## src/rtl/grid_pkg.sv

```systemverilog
package grid_pkg;
    typedef enum logic [1:0] {
        SLOT_TEXT    = 2'd0,
        SLOT_SPACER  = 2'd1,
        SLOT_OUTSIDE = 2'd2
    } slot_kind_t;
endpackage

```

## src/rtl/grid_line_map.sv

```systemverilog
module grid_line_map
    import grid_pkg::*;
#(
    parameter int LINE_W       = 4,
    parameter int LINES_WIDE   = 10,
    parameter int LINES_NARROW = 7,
    parameter int GAP_LO       = 2,
    parameter int GAP_HI       = 8
) (
    input  logic [LINE_W-1:0] slot_i,
    input  logic              mode32_i,
    input  logic              spacer_en_i,
    output slot_kind_t        kind_o,
    output logic [LINE_W-1:0] line_o
);
    localparam logic [LINE_W-1:0] LO_SLOT      = LINE_W'(GAP_LO);
    localparam logic [LINE_W-1:0] HI_SLOT      = LINE_W'(GAP_HI + 1);
    localparam logic [LINE_W-1:0] END_NARROW   = LINE_W'(LINES_NARROW + 1);
    localparam logic [LINE_W-1:0] END_WIDE     = LINE_W'(LINES_WIDE + 2);
    localparam logic [LINE_W-1:0] PLAIN_NARROW = LINE_W'(LINES_NARROW);
    localparam logic [LINE_W-1:0] PLAIN_WIDE   = LINE_W'(LINES_WIDE);

    logic [LINE_W-1:0] plain_end;
    assign plain_end = mode32_i ? PLAIN_NARROW : PLAIN_WIDE;

    always_comb begin
        kind_o = SLOT_OUTSIDE;
        line_o = '0;
        if (!spacer_en_i) begin
            if (slot_i < plain_end) begin
                kind_o = SLOT_TEXT;
                line_o = slot_i;
            end
        end else if (slot_i < LO_SLOT) begin
            kind_o = SLOT_TEXT;
            line_o = slot_i;
        end else if (slot_i == LO_SLOT) begin
            kind_o = SLOT_SPACER;
        end else if (mode32_i) begin
            if (slot_i < END_NARROW) begin
                kind_o = SLOT_TEXT;
                line_o = slot_i - LINE_W'(1);
            end
        end else if (slot_i < HI_SLOT) begin
            kind_o = SLOT_TEXT;
            line_o = slot_i - LINE_W'(1);
        end else if (slot_i == HI_SLOT) begin
            kind_o = SLOT_SPACER;
        end else if (slot_i < END_WIDE) begin
            kind_o = SLOT_TEXT;
            line_o = slot_i - LINE_W'(2);
        end
    end
endmodule

```

## src/rtl/grid_cell_addr.sv

```systemverilog
module grid_cell_addr
    import grid_pkg::*;
#(
    parameter int COL_W      = 5,
    parameter int LINE_W     = 4,
    parameter int ADDR_W     = 8,
    parameter int COLS_WIDE  = 24,
    parameter int COLS_NARROW = 32
) (
    input  slot_kind_t        kind_i,
    input  logic [LINE_W-1:0] line_i,
    input  logic [COL_W-1:0]  col_i,
    input  logic              mode32_i,
    output logic [ADDR_W-1:0] addr_o,
    output logic              valid_o
);
    localparam logic [COL_W:0] NCOL_W = (COL_W+1)'(COLS_WIDE);
    localparam logic [COL_W:0] NCOL_N = (COL_W+1)'(COLS_NARROW);

    logic [COL_W:0]  ncols;
    logic            col_ok;
    logic [ADDR_W-1:0] lin_addr;

    assign ncols    = mode32_i ? NCOL_N : NCOL_W;
    assign col_ok   = {1'b0, col_i} < ncols;
    assign lin_addr = ADDR_W'(line_i) * ADDR_W'(ncols) + ADDR_W'(col_i);

    always_comb begin
        valid_o = 1'b0;
        addr_o  = '0;
        unique case (kind_i)
            SLOT_TEXT: begin
                valid_o = col_ok;
                addr_o  = col_ok ? lin_addr : '0;
            end
            SLOT_SPACER:  valid_o = 1'b0;
            SLOT_OUTSIDE: valid_o = 1'b0;
            default:      valid_o = 1'b0;
        endcase
    end
endmodule

```

## src/rtl/grid_cursor_cmp.sv

```systemverilog
module grid_cursor_cmp #(
    parameter int ADDR_W      = 8,
    parameter int DOT_W       = 5,
    parameter int CELLS_WIDE  = 240,
    parameter int CELLS_NARROW = 224,
    parameter int ROW_LO      = 16
) (
    input  logic [ADDR_W-1:0] addr_i,
    input  logic              valid_i,
    input  logic [ADDR_W-1:0] cursor_i,
    input  logic              mode32_i,
    input  logic [DOT_W-1:0]  dot_row_i,
    input  logic              row_sel_i,
    output logic              hit_o
);
    localparam logic [ADDR_W:0] LIM_W = (ADDR_W+1)'(CELLS_WIDE);
    localparam logic [ADDR_W:0] LIM_N = (ADDR_W+1)'(CELLS_NARROW);
    localparam logic [DOT_W-1:0] R_LO = DOT_W'(ROW_LO);
    localparam logic [DOT_W-1:0] R_HI = DOT_W'(ROW_LO + 1);

    logic legal, row_ok;
    assign legal  = {1'b0, cursor_i} < (mode32_i ? LIM_N : LIM_W);
    assign row_ok = dot_row_i == (row_sel_i ? R_HI : R_LO);
    assign hit_o  = valid_i && legal && row_ok && (addr_i == cursor_i);
endmodule

```

## src/rtl/grid_addr_cursor.sv

```systemverilog
module grid_addr_cursor
    import grid_pkg::*;
#(
    parameter int COL_W        = 5,
    parameter int LINE_W       = 4,
    parameter int DOT_W        = 5,
    parameter int ADDR_W       = 8,
    parameter int COLS_WIDE    = 24,
    parameter int LINES_WIDE   = 10,
    parameter int COLS_NARROW  = 32,
    parameter int LINES_NARROW = 7,
    parameter int GAP_LO       = 2,
    parameter int GAP_HI       = 8,
    parameter int CURSOR_ROW   = 16
) (
    input  logic              clk,
    input  logic              rst_n,
    input  logic [COL_W-1:0]  col_i,
    input  logic [LINE_W-1:0] slot_i,
    input  logic [DOT_W-1:0]  dot_row_i,
    input  logic              mode32_i,
    input  logic              spacer_en_i,
    input  logic [ADDR_W-1:0] cursor_addr_i,
    input  logic              cursor_row_sel_i,
    output logic [ADDR_W-1:0] ram_addr_o,
    output logic              cell_valid_o,
    output logic              cursor_on_o
);
    localparam int CELLS_WIDE   = COLS_WIDE * LINES_WIDE;
    localparam int CELLS_NARROW = COLS_NARROW * LINES_NARROW;
    localparam logic [ADDR_W-1:0] TOP_NARROW = ADDR_W'(CELLS_NARROW - 1);
    localparam logic [ADDR_W-1:0] OFF_CODE   = '1;

    slot_kind_t        kind;
    logic [LINE_W-1:0] text_line;
    logic [ADDR_W-1:0] addr_d;
    logic              valid_d, hit_d;

    grid_line_map #(
        .LINE_W(LINE_W), .LINES_WIDE(LINES_WIDE), .LINES_NARROW(LINES_NARROW),
        .GAP_LO(GAP_LO), .GAP_HI(GAP_HI)
    ) u_map (
        .slot_i(slot_i), .mode32_i(mode32_i), .spacer_en_i(spacer_en_i),
        .kind_o(kind), .line_o(text_line)
    );

    grid_cell_addr #(
        .COL_W(COL_W), .LINE_W(LINE_W), .ADDR_W(ADDR_W),
        .COLS_WIDE(COLS_WIDE), .COLS_NARROW(COLS_NARROW)
    ) u_addr (
        .kind_i(kind), .line_i(text_line), .col_i(col_i), .mode32_i(mode32_i),
        .addr_o(addr_d), .valid_o(valid_d)
    );

    grid_cursor_cmp #(
        .ADDR_W(ADDR_W), .DOT_W(DOT_W), .CELLS_WIDE(CELLS_WIDE),
        .CELLS_NARROW(CELLS_NARROW), .ROW_LO(CURSOR_ROW)
    ) u_cur (
        .addr_i(addr_d), .valid_i(valid_d), .cursor_i(cursor_addr_i),
        .mode32_i(mode32_i), .dot_row_i(dot_row_i), .row_sel_i(cursor_row_sel_i),
        .hit_o(hit_d)
    );

    always_ff @(posedge clk or negedge rst_n) begin
        if (!rst_n) begin
            ram_addr_o   <= '0;
            cell_valid_o <= 1'b0;
            cursor_on_o  <= 1'b0;
        end else begin
            ram_addr_o   <= addr_d;
            cell_valid_o <= valid_d;
            cursor_on_o  <= hit_d;
        end
    end

    // narrow layout never addresses beyond its last cell
    p_narrow_range_r3: assert property (@(posedge clk) disable iff (!rst_n)
        mode32_i |=> (!cell_valid_o || ram_addr_o <= TOP_NARROW));

    // the first inserted slot is always blank
    p_spacer_blank_r5: assert property (@(posedge clk) disable iff (!rst_n)
        (spacer_en_i && slot_i == LINE_W'(GAP_LO)) |=> !cell_valid_o);

    // cursor only marks a valid cell
    p_cursor_in_cell_r7: assert property (@(posedge clk) disable iff (!rst_n)
        cursor_on_o |-> cell_valid_o);

    // cursor only on the two selectable dot rows
    p_cursor_row_r7: assert property (@(posedge clk) disable iff (!rst_n)
        (dot_row_i != DOT_W'(CURSOR_ROW) && dot_row_i != DOT_W'(CURSOR_ROW + 1))
        |=> !cursor_on_o);

    // off code suppresses the cursor
    p_off_code_r8: assert property (@(posedge clk) disable iff (!rst_n)
        (cursor_addr_i == OFF_CODE) |=> !cursor_on_o);

    // invalid cell reads address zero
    p_idle_addr_r4: assert property (@(posedge clk) disable iff (!rst_n)
        !cell_valid_o |-> (ram_addr_o == '0));
endmodule

```

## config.mk

```make
export PLATFORM = sky130hd
export DESIGN_NAME = grid_addr_cursor
export DESIGN_NICKNAME = d
export VERILOG_FILES = /design/src/rtl/grid_pkg.sv /design/src/rtl/grid_line_map.sv /design/src/rtl/grid_cell_addr.sv /design/src/rtl/grid_cursor_cmp.sv /design/src/rtl/grid_addr_cursor.sv
export SDC_FILE = /design/constraint.sdc
export NUM_CORES = 1
export LEC_CHECK = 0
export ABC_CLOCK_PERIOD_IN_PS = 800
export BUFFER_PORTS_ARGS = -buffer_cell sky130_fd_sc_hd__buf_2
export CAP_MARGIN = 25
export CORE_ASPECT_RATIO = 0.5
export CORE_MARGIN = 4
export CORE_UTILIZATION = 35
export DETAILED_ROUTE_END_ITERATION = 8
export PLACE_DENSITY = 0.66
export SKIP_CTS_REPAIR_TIMING = 1
export SYNTH_ARGS = -nofsm -noshare
export SYNTH_HDL_FRONTEND = slang
export SYNTH_HIERARCHICAL = 1
export SYNTH_SLANG_ARGS = --single-unit
```

## constraint.sdc

```tcl
create_clock -name clk -period 0.8 [get_ports clk]
set_clock_uncertainty 0.05 [all_clocks]
set_input_delay 0.04 -clock clk [delete_from_list [all_inputs] [get_ports clk]]
set_output_delay 0.04 -clock clk [all_outputs]
set_load 0.03 [all_outputs]
```

==> reports/results.tsv, run 1 <==
metric	value	unit
share of cells above drive strength 1	0.622	
commonest non-fill, non-tap cells in the layout	buf_4 (31), buf_2 (24), buf_6 (14), dfrtp_1 (10), ha_4 (10)	
Fmax	276	MHz
failing checks	setup timing	
Slew headroom	0.748	
# DRC	0	
clock-pin slew on the worst setup and hold paths	0.04	ns
Area Growth Syn to Fin	76.1	%
Async SR Flop Fraction	1.00	
Max Cap Viol	0	
dominant cell type by area after synthesis	dfrtp_1	
met1 global-route usage	0.173	
vias in the first global route	1109	
Peak VDD IR	0.000543	V
GRT overflow	0	
Port Buffers	36	
critical hold path startpoint	col_i[1]	
starting density of the core	0.379	
Synth Net Count	170	
P_int	1.68	mW
synthesized flop and latch total	10	
DR vias/cell	5.09	
Rows	14	
CP max FO	3	
Synth top area share	0.213	
busiest grt layer	met2	
Final #Nets	243	
CP required	0.89	ns
sw power	0.889	mW
maximum number of pins on one net before global-route repair	16	
Core Area	3100	sq um
gp weighted congestion	0.907	
H-tree lvl count	1	
Flop pwr share	0.230	
Layout fillers	229	
post-synthesis sequential area ratio	0.213	
drt initial violations	25	
Primary FF master, synth	dfrtp_1	
Critical path origin	slot_i[1]	
slew at the pin closest to its max-slew limit	0.374	ns
yosys warns	6	
Netlist Area Pre-Place	1180	sq um
period utilisation layout	4.52	
clock root buffer	clkbuf_8	
count of different cell masters after synthesis	42	
TritonCTS clock tree	built	
GRT Total Usage	0.136	
Routed wire per std cell	14.4	um
min cycle time layout	3.62	ns
clock tree sinks	10	
ANT cells	0	
Comb power frac	0.576	
Synth area leaders	dfrtp_1 (21%), ha_1 (20%), xnor2_1 (8.2%)	
Hold WC Path Type	in2reg	
placed cell areas	1700	sq um
RSZ-0062 raised after global routing	yes	
Critical Path End	cursor_on_o$_DFF_PN0_	
syn avg cell area	9.64	sq um
die area	4410	sq um
DP HPWL	2530	um
Clk pwr share	0.194	
Die Y	49.0	um
CTS Buffer Depth	2	
via count	1185	
CP Launch Type	primary input	
GRT met3 Usage	0.0277	
first-pass GRT wire length	4970	um
Sw Share	0.345	
Crit. End Element	flop	
CP arrival	3.71	ns
final setup fails	20	
DRT Pass-1 Iters	4	
status	finished, violations left	
die width	90.0	um
Final Util	0.668	
critical path class	in2reg	
Final WS setup	-2.82	ns
fin area	2070	sq um
most common cell after layout, fill and taps aside	buf_4	
Pwr Total	2.57	mW
Leakage	0.930	nW
power per cell area	1240	nW/um^2
Pins Over Slew Limit	0	
Routed WL	3370	um
Final Hold Violating Endpoints	0	
grt met2 use	0.231	
Synth Instances	122	
Routed Antenna Nets	0	
io pins	37	
initial antenna violation count	0	
Inserted Clock Buffers	3	
number of enable flip-flop cells after synthesis	0	
-- per-stage QoR --
| stage | setup slack (ns) | TNS, ns | std cells | hold slack [ns] |
|---|---|---|---|---|
| floorplan | -2.72 | -13.94 | 122 | -0.306 |
| global placement | -2.94 | -17.86 | 222 | -0.144 |
| detailed placement | -3.01 | -18.25 | 222 | -0.141 |
| CTS | -2.79 | -16.36 | 225 | -0.389 |
| global route | -2.94 | -17.69 | 233 | 0.00792 |
| finish | -2.82 | -16.59 | 233 | 0.00665 |
-- synth_stat cells (2+ instances only) --
master / n
xnor2_1: 11
dfrtp_1: 10
nand4_1: 2
buf_6: 2
ha_1: 19
inv_1: 4
and2b_1: 4
a21oi_1: 8
nor2_1: 7
nand2_1: 5
and2_1: 9
nor4_1: 3
fa_1: 2
o21ai_1: 3
o21ai_0: 3
o31ai_1: 2
nand2b_1: 2
nor2_2: 2
-- power by group through the flow --
| stage | Clock, mW | Combinational (mW) | Sequential (mW) |
|---|---|---|---|
| 2_1_floorplan | 0 | 0.599 | 0.706 |
| 3_3_place_gp | 0 | 1.11 | 0.582 |
| 3_5_place_dp | 0 | 1.14 | 0.584 |
| 4_1_cts | 0.510 | 1.14 | 0.577 |
| 5_1_grt | 0.532 | 1.60 | 0.600 |
| 6_report | 0.500 | 1.48 | 0.592 |
-- area by class of cell --
class,instances,area (sq um),area share
sequential,10,250,0.121
tap,40,50.0,0.0242
clock buffer,3,41.3,0.0199
inverter,5,27.5,0.0133
timing repair buffer,71,536,0.259
multi-input combinational,104,1170,0.563
-- registers in the layout, summed over array words and instances (netlist names) --
register,count
ram_addr_o,8
cursor_on_o,1
cell_valid_o,1
-- critical path, stage by stage --
cell and delay, ns:
buf_8 0.08, clkinvlp_4 0.10, ha_4 0.17, a21boi_2 0.14, ha_1 0.30, nand2b_4 0.15, o31ai_4 0.06, a211oi_2 0.10
o31ai_2 0.27, and2b_1 0.18, fa_1 0.46, ha_4 0.27, ha_4 0.24, ha_4 0.26, xnor2_4 0.14, nor4_4 0.31
xnor2_1 0.16, nand4_1 0.14, nor4_2 0.14
-- cells by family (layout without fill, tap and decap cells) --
family,after synthesis,after routing,synth area share
compound gates,27,27,0.167
xor+xnor,13,13,0.109
fa+ha+maj,21,21,0.236
buf+inv,8,79,0.0415
flops,10,10,0.213
mux,1,1,0.0117
simple gates,42,42,0.222
-- layer usage --
layer	routed length, um	part of all wire
met1	1420	0.42
met2	1700	0.51
met3	186	0.055
met4	56	0.017
met5	0	0
-- how the worst min path moves through the flow --
stage / end / slack, ns / depth (start not counted)
after floorplan: cell_valid_o$_DFF_PN0_ / -0.31 / 0
after global placement: ram_addr_o[3]$_DFF_PN0_ / -0.14 / 1
after detailed placement: ram_addr_o[0]$_DFF_PN0_ / -0.14 / 1
after CTS: ram_addr_o[0]$_DFF_PN0_ / -0.39 / 1
after global routing: ram_addr_o[1]$_DFF_PN0_ / 0.008 / 2
final: ram_addr_o[1]$_DFF_PN0_ / 0.007 / 2
Power figures use the tool's default switching activity.
==> run 2, diff against run 1 <==
Settings changed: REMOVE_ABC_BUFFERS from default to 1.
==> run 2 against run 1 <==
  * The run ends with hold timing, setup timing left
  * Flip-flop and latch count unchanged
  * Total power increased by 0.32%
  * Cell count decreased by 0.43%
  * Combinational power shrank 7%
  * Die area is the same
  * Design area fell by 2.9%
  * Sequential power is essentially flat
  * Critical path depth rose by 1
  * Critical path type unchanged
  * Critical endpoint unchanged
  * Largest cell class unchanged
==> reports/results.tsv, run 2 (same netlist as run 1, synthesis figures left out) <==
metric	value	unit
Die Y	49.0	um
RSZ-0062 raised after global routing	yes	
io pins	37	
Final #Nets	241	
die area	4410	sq um
ANT cells	0	
# DRC	0	
status	finished, violations left	
Fmax	284	MHz
Inserted Clock Buffers	3	
Routed WL	3090	um
power per cell area	1280	nW/um^2
DR vias/cell	4.89	
period utilisation layout	4.40	
CTS Buffer Depth	2	
DP HPWL	2340	um
Max Cap Viol	0	
multi-input logic area	1110	sq um
drt initial violations	16	
GRT overflow	0	
Routed Antenna Nets	0	
GRT Total Usage	0.130	
clock-pin slew on the worst setup and hold paths	0.05	ns
fin area	2010	sq um
commonest non-fill, non-tap cells in the layout	buf_4 (31), buf_2 (24), buf_6 (11), ha_4 (11), dfrtp_1 (10)	
CP Launch Type	primary input	
Reg area	250	sq um
DRT Pass-1 Iters	4	
CP max FO	4	
Largest register FFs	8	
Pins Over Slew Limit	0	
hold-critical path depth	2	
Rows	14	
Final WS setup	-2.72	ns
initial antenna violation count	0	
hold path endpoint	ram_addr_o[2]$_DFF_PN0_	
gp weighted congestion	0.830	
H-tree lvl count	1	
clock tree sinks	10	
critical path class	in2reg	
Largest Register	ram_addr_o	
Core Area	3100	sq um
Routed wire per std cell	13.3	um
Slew headroom	0.774	
hold slack	-0.00572	ns
CP arrival	3.60	ns
via count	1134	
Hold WC Path Type	in2reg	
vias in the first global route	1135	
Crit. End Element	flop	
Port Buffers	36	
Leakage	0.920	nW
Peak VDD IR	0.000513	V
Layout fillers	246	
Area Growth Syn to Fin	71.0	%
starting density of the core	0.379	
final setup fails	20	
first-pass GRT wire length	4800	um
Final Util	0.649	
placed cell areas	1590	sq um
most common cell after layout, fill and taps aside	buf_4	
clock root buffer	clkbuf_8	
critical hold path startpoint	col_i[2]	
maximum number of pins on one net before global-route repair	16	
slew at the pin closest to its max-slew limit	0.339	ns
min cycle time layout	3.52	ns
CP required	0.89	ns
failing checks	hold timing, setup timing	
Final Hold Violating Endpoints	1	
Largest regs	ram_addr_o x8, cell_valid_o x1, cursor_on_o x1	
Pwr Total	2.58	mW
share of cells above drive strength 1	0.599	
die width	90.0	um
TritonCTS clock tree	built	
run 2: worst max-delay path, stage by stage:
cell and delay [ns]:
buf_8 0.08, inv_6 0.03, ha_4 0.14, a21boi_2 0.14, ha_1 0.29, nand2b_4 0.13
o31ai_4 0.06, a211oi_2 0.23, o31ai_2 0.09, and2b_1 0.18, fa_1 0.53, ha_4 0.22
ha_4 0.27, ha_4 0.20, xnor2_2 0.13, nor4_2 0.24, buf_4 0.17, xnor2_2 0.10
nand4_1 0.10, nor4_2 0.23
run 2: where the power goes:
group	switching (mW)	internal [mW]
clock network	0.186	0.432
registers	0.0279	0.564
logic	0.637	0.735
total	0.851	1.73
run 2: routing by layer:
metal,global-route usage,vias up,share of wire
li1,-,584,-
met1,0.162,515,0.46
met2,0.226,33,0.50
met3,0.0123,2,0.035
met4,0.0635,0,0.0049
met5,0,-,0
run 2: how the worst max path moves through the flow:
stage	start	slack [ns]	to	depth (start not counted)
floorplan	slot_i[1]	-2.96	cursor_on_o$_DFF_PN0_	19
finish	slot_i[1]	-2.72	cursor_on_o$_DFF_PN0_	20
global route	slot_i[1]	-2.91	cursor_on_o$_DFF_PN0_	20
global placement	slot_i[2]	-3.25	cursor_on_o$_DFF_PN0_	20
detailed placement	slot_i[1]	-3.36	cursor_on_o$_DFF_PN0_	20
CTS	slot_i[1]	-3.12	cursor_on_o$_DFF_PN0_	20
run 2: layout make-up:
| class | instances | share of cell area |
|---|---|---|
| well taps | 40 | 0.0249 |
| inverters | 5 | 0.0143 |
| repair buffers | 69 | 0.257 |
| clock buffers | 4 | 0.0274 |
| flip-flops and latches | 10 | 0.124 |
| multi-input cells | 104 | 0.552 |
run 2: metrics by stage:
| step | hold WS (ns) | instances | setup WS (ns) | TNS [ns] |
|---|---|---|---|---|
| after detailed placement | -0.142 | 224 | -3.36 | -19.63 |
| after global placement | -0.144 | 224 | -3.25 | -18.91 |
| after CTS | -0.392 | 228 | -3.12 | -17.68 |
| final | -0.00572 | 232 | -2.72 | -15.25 |
| after global routing | -0.00922 | 232 | -2.91 | -16.57 |
| after floorplan | -0.306 | 119 | -2.96 | -15.56 |
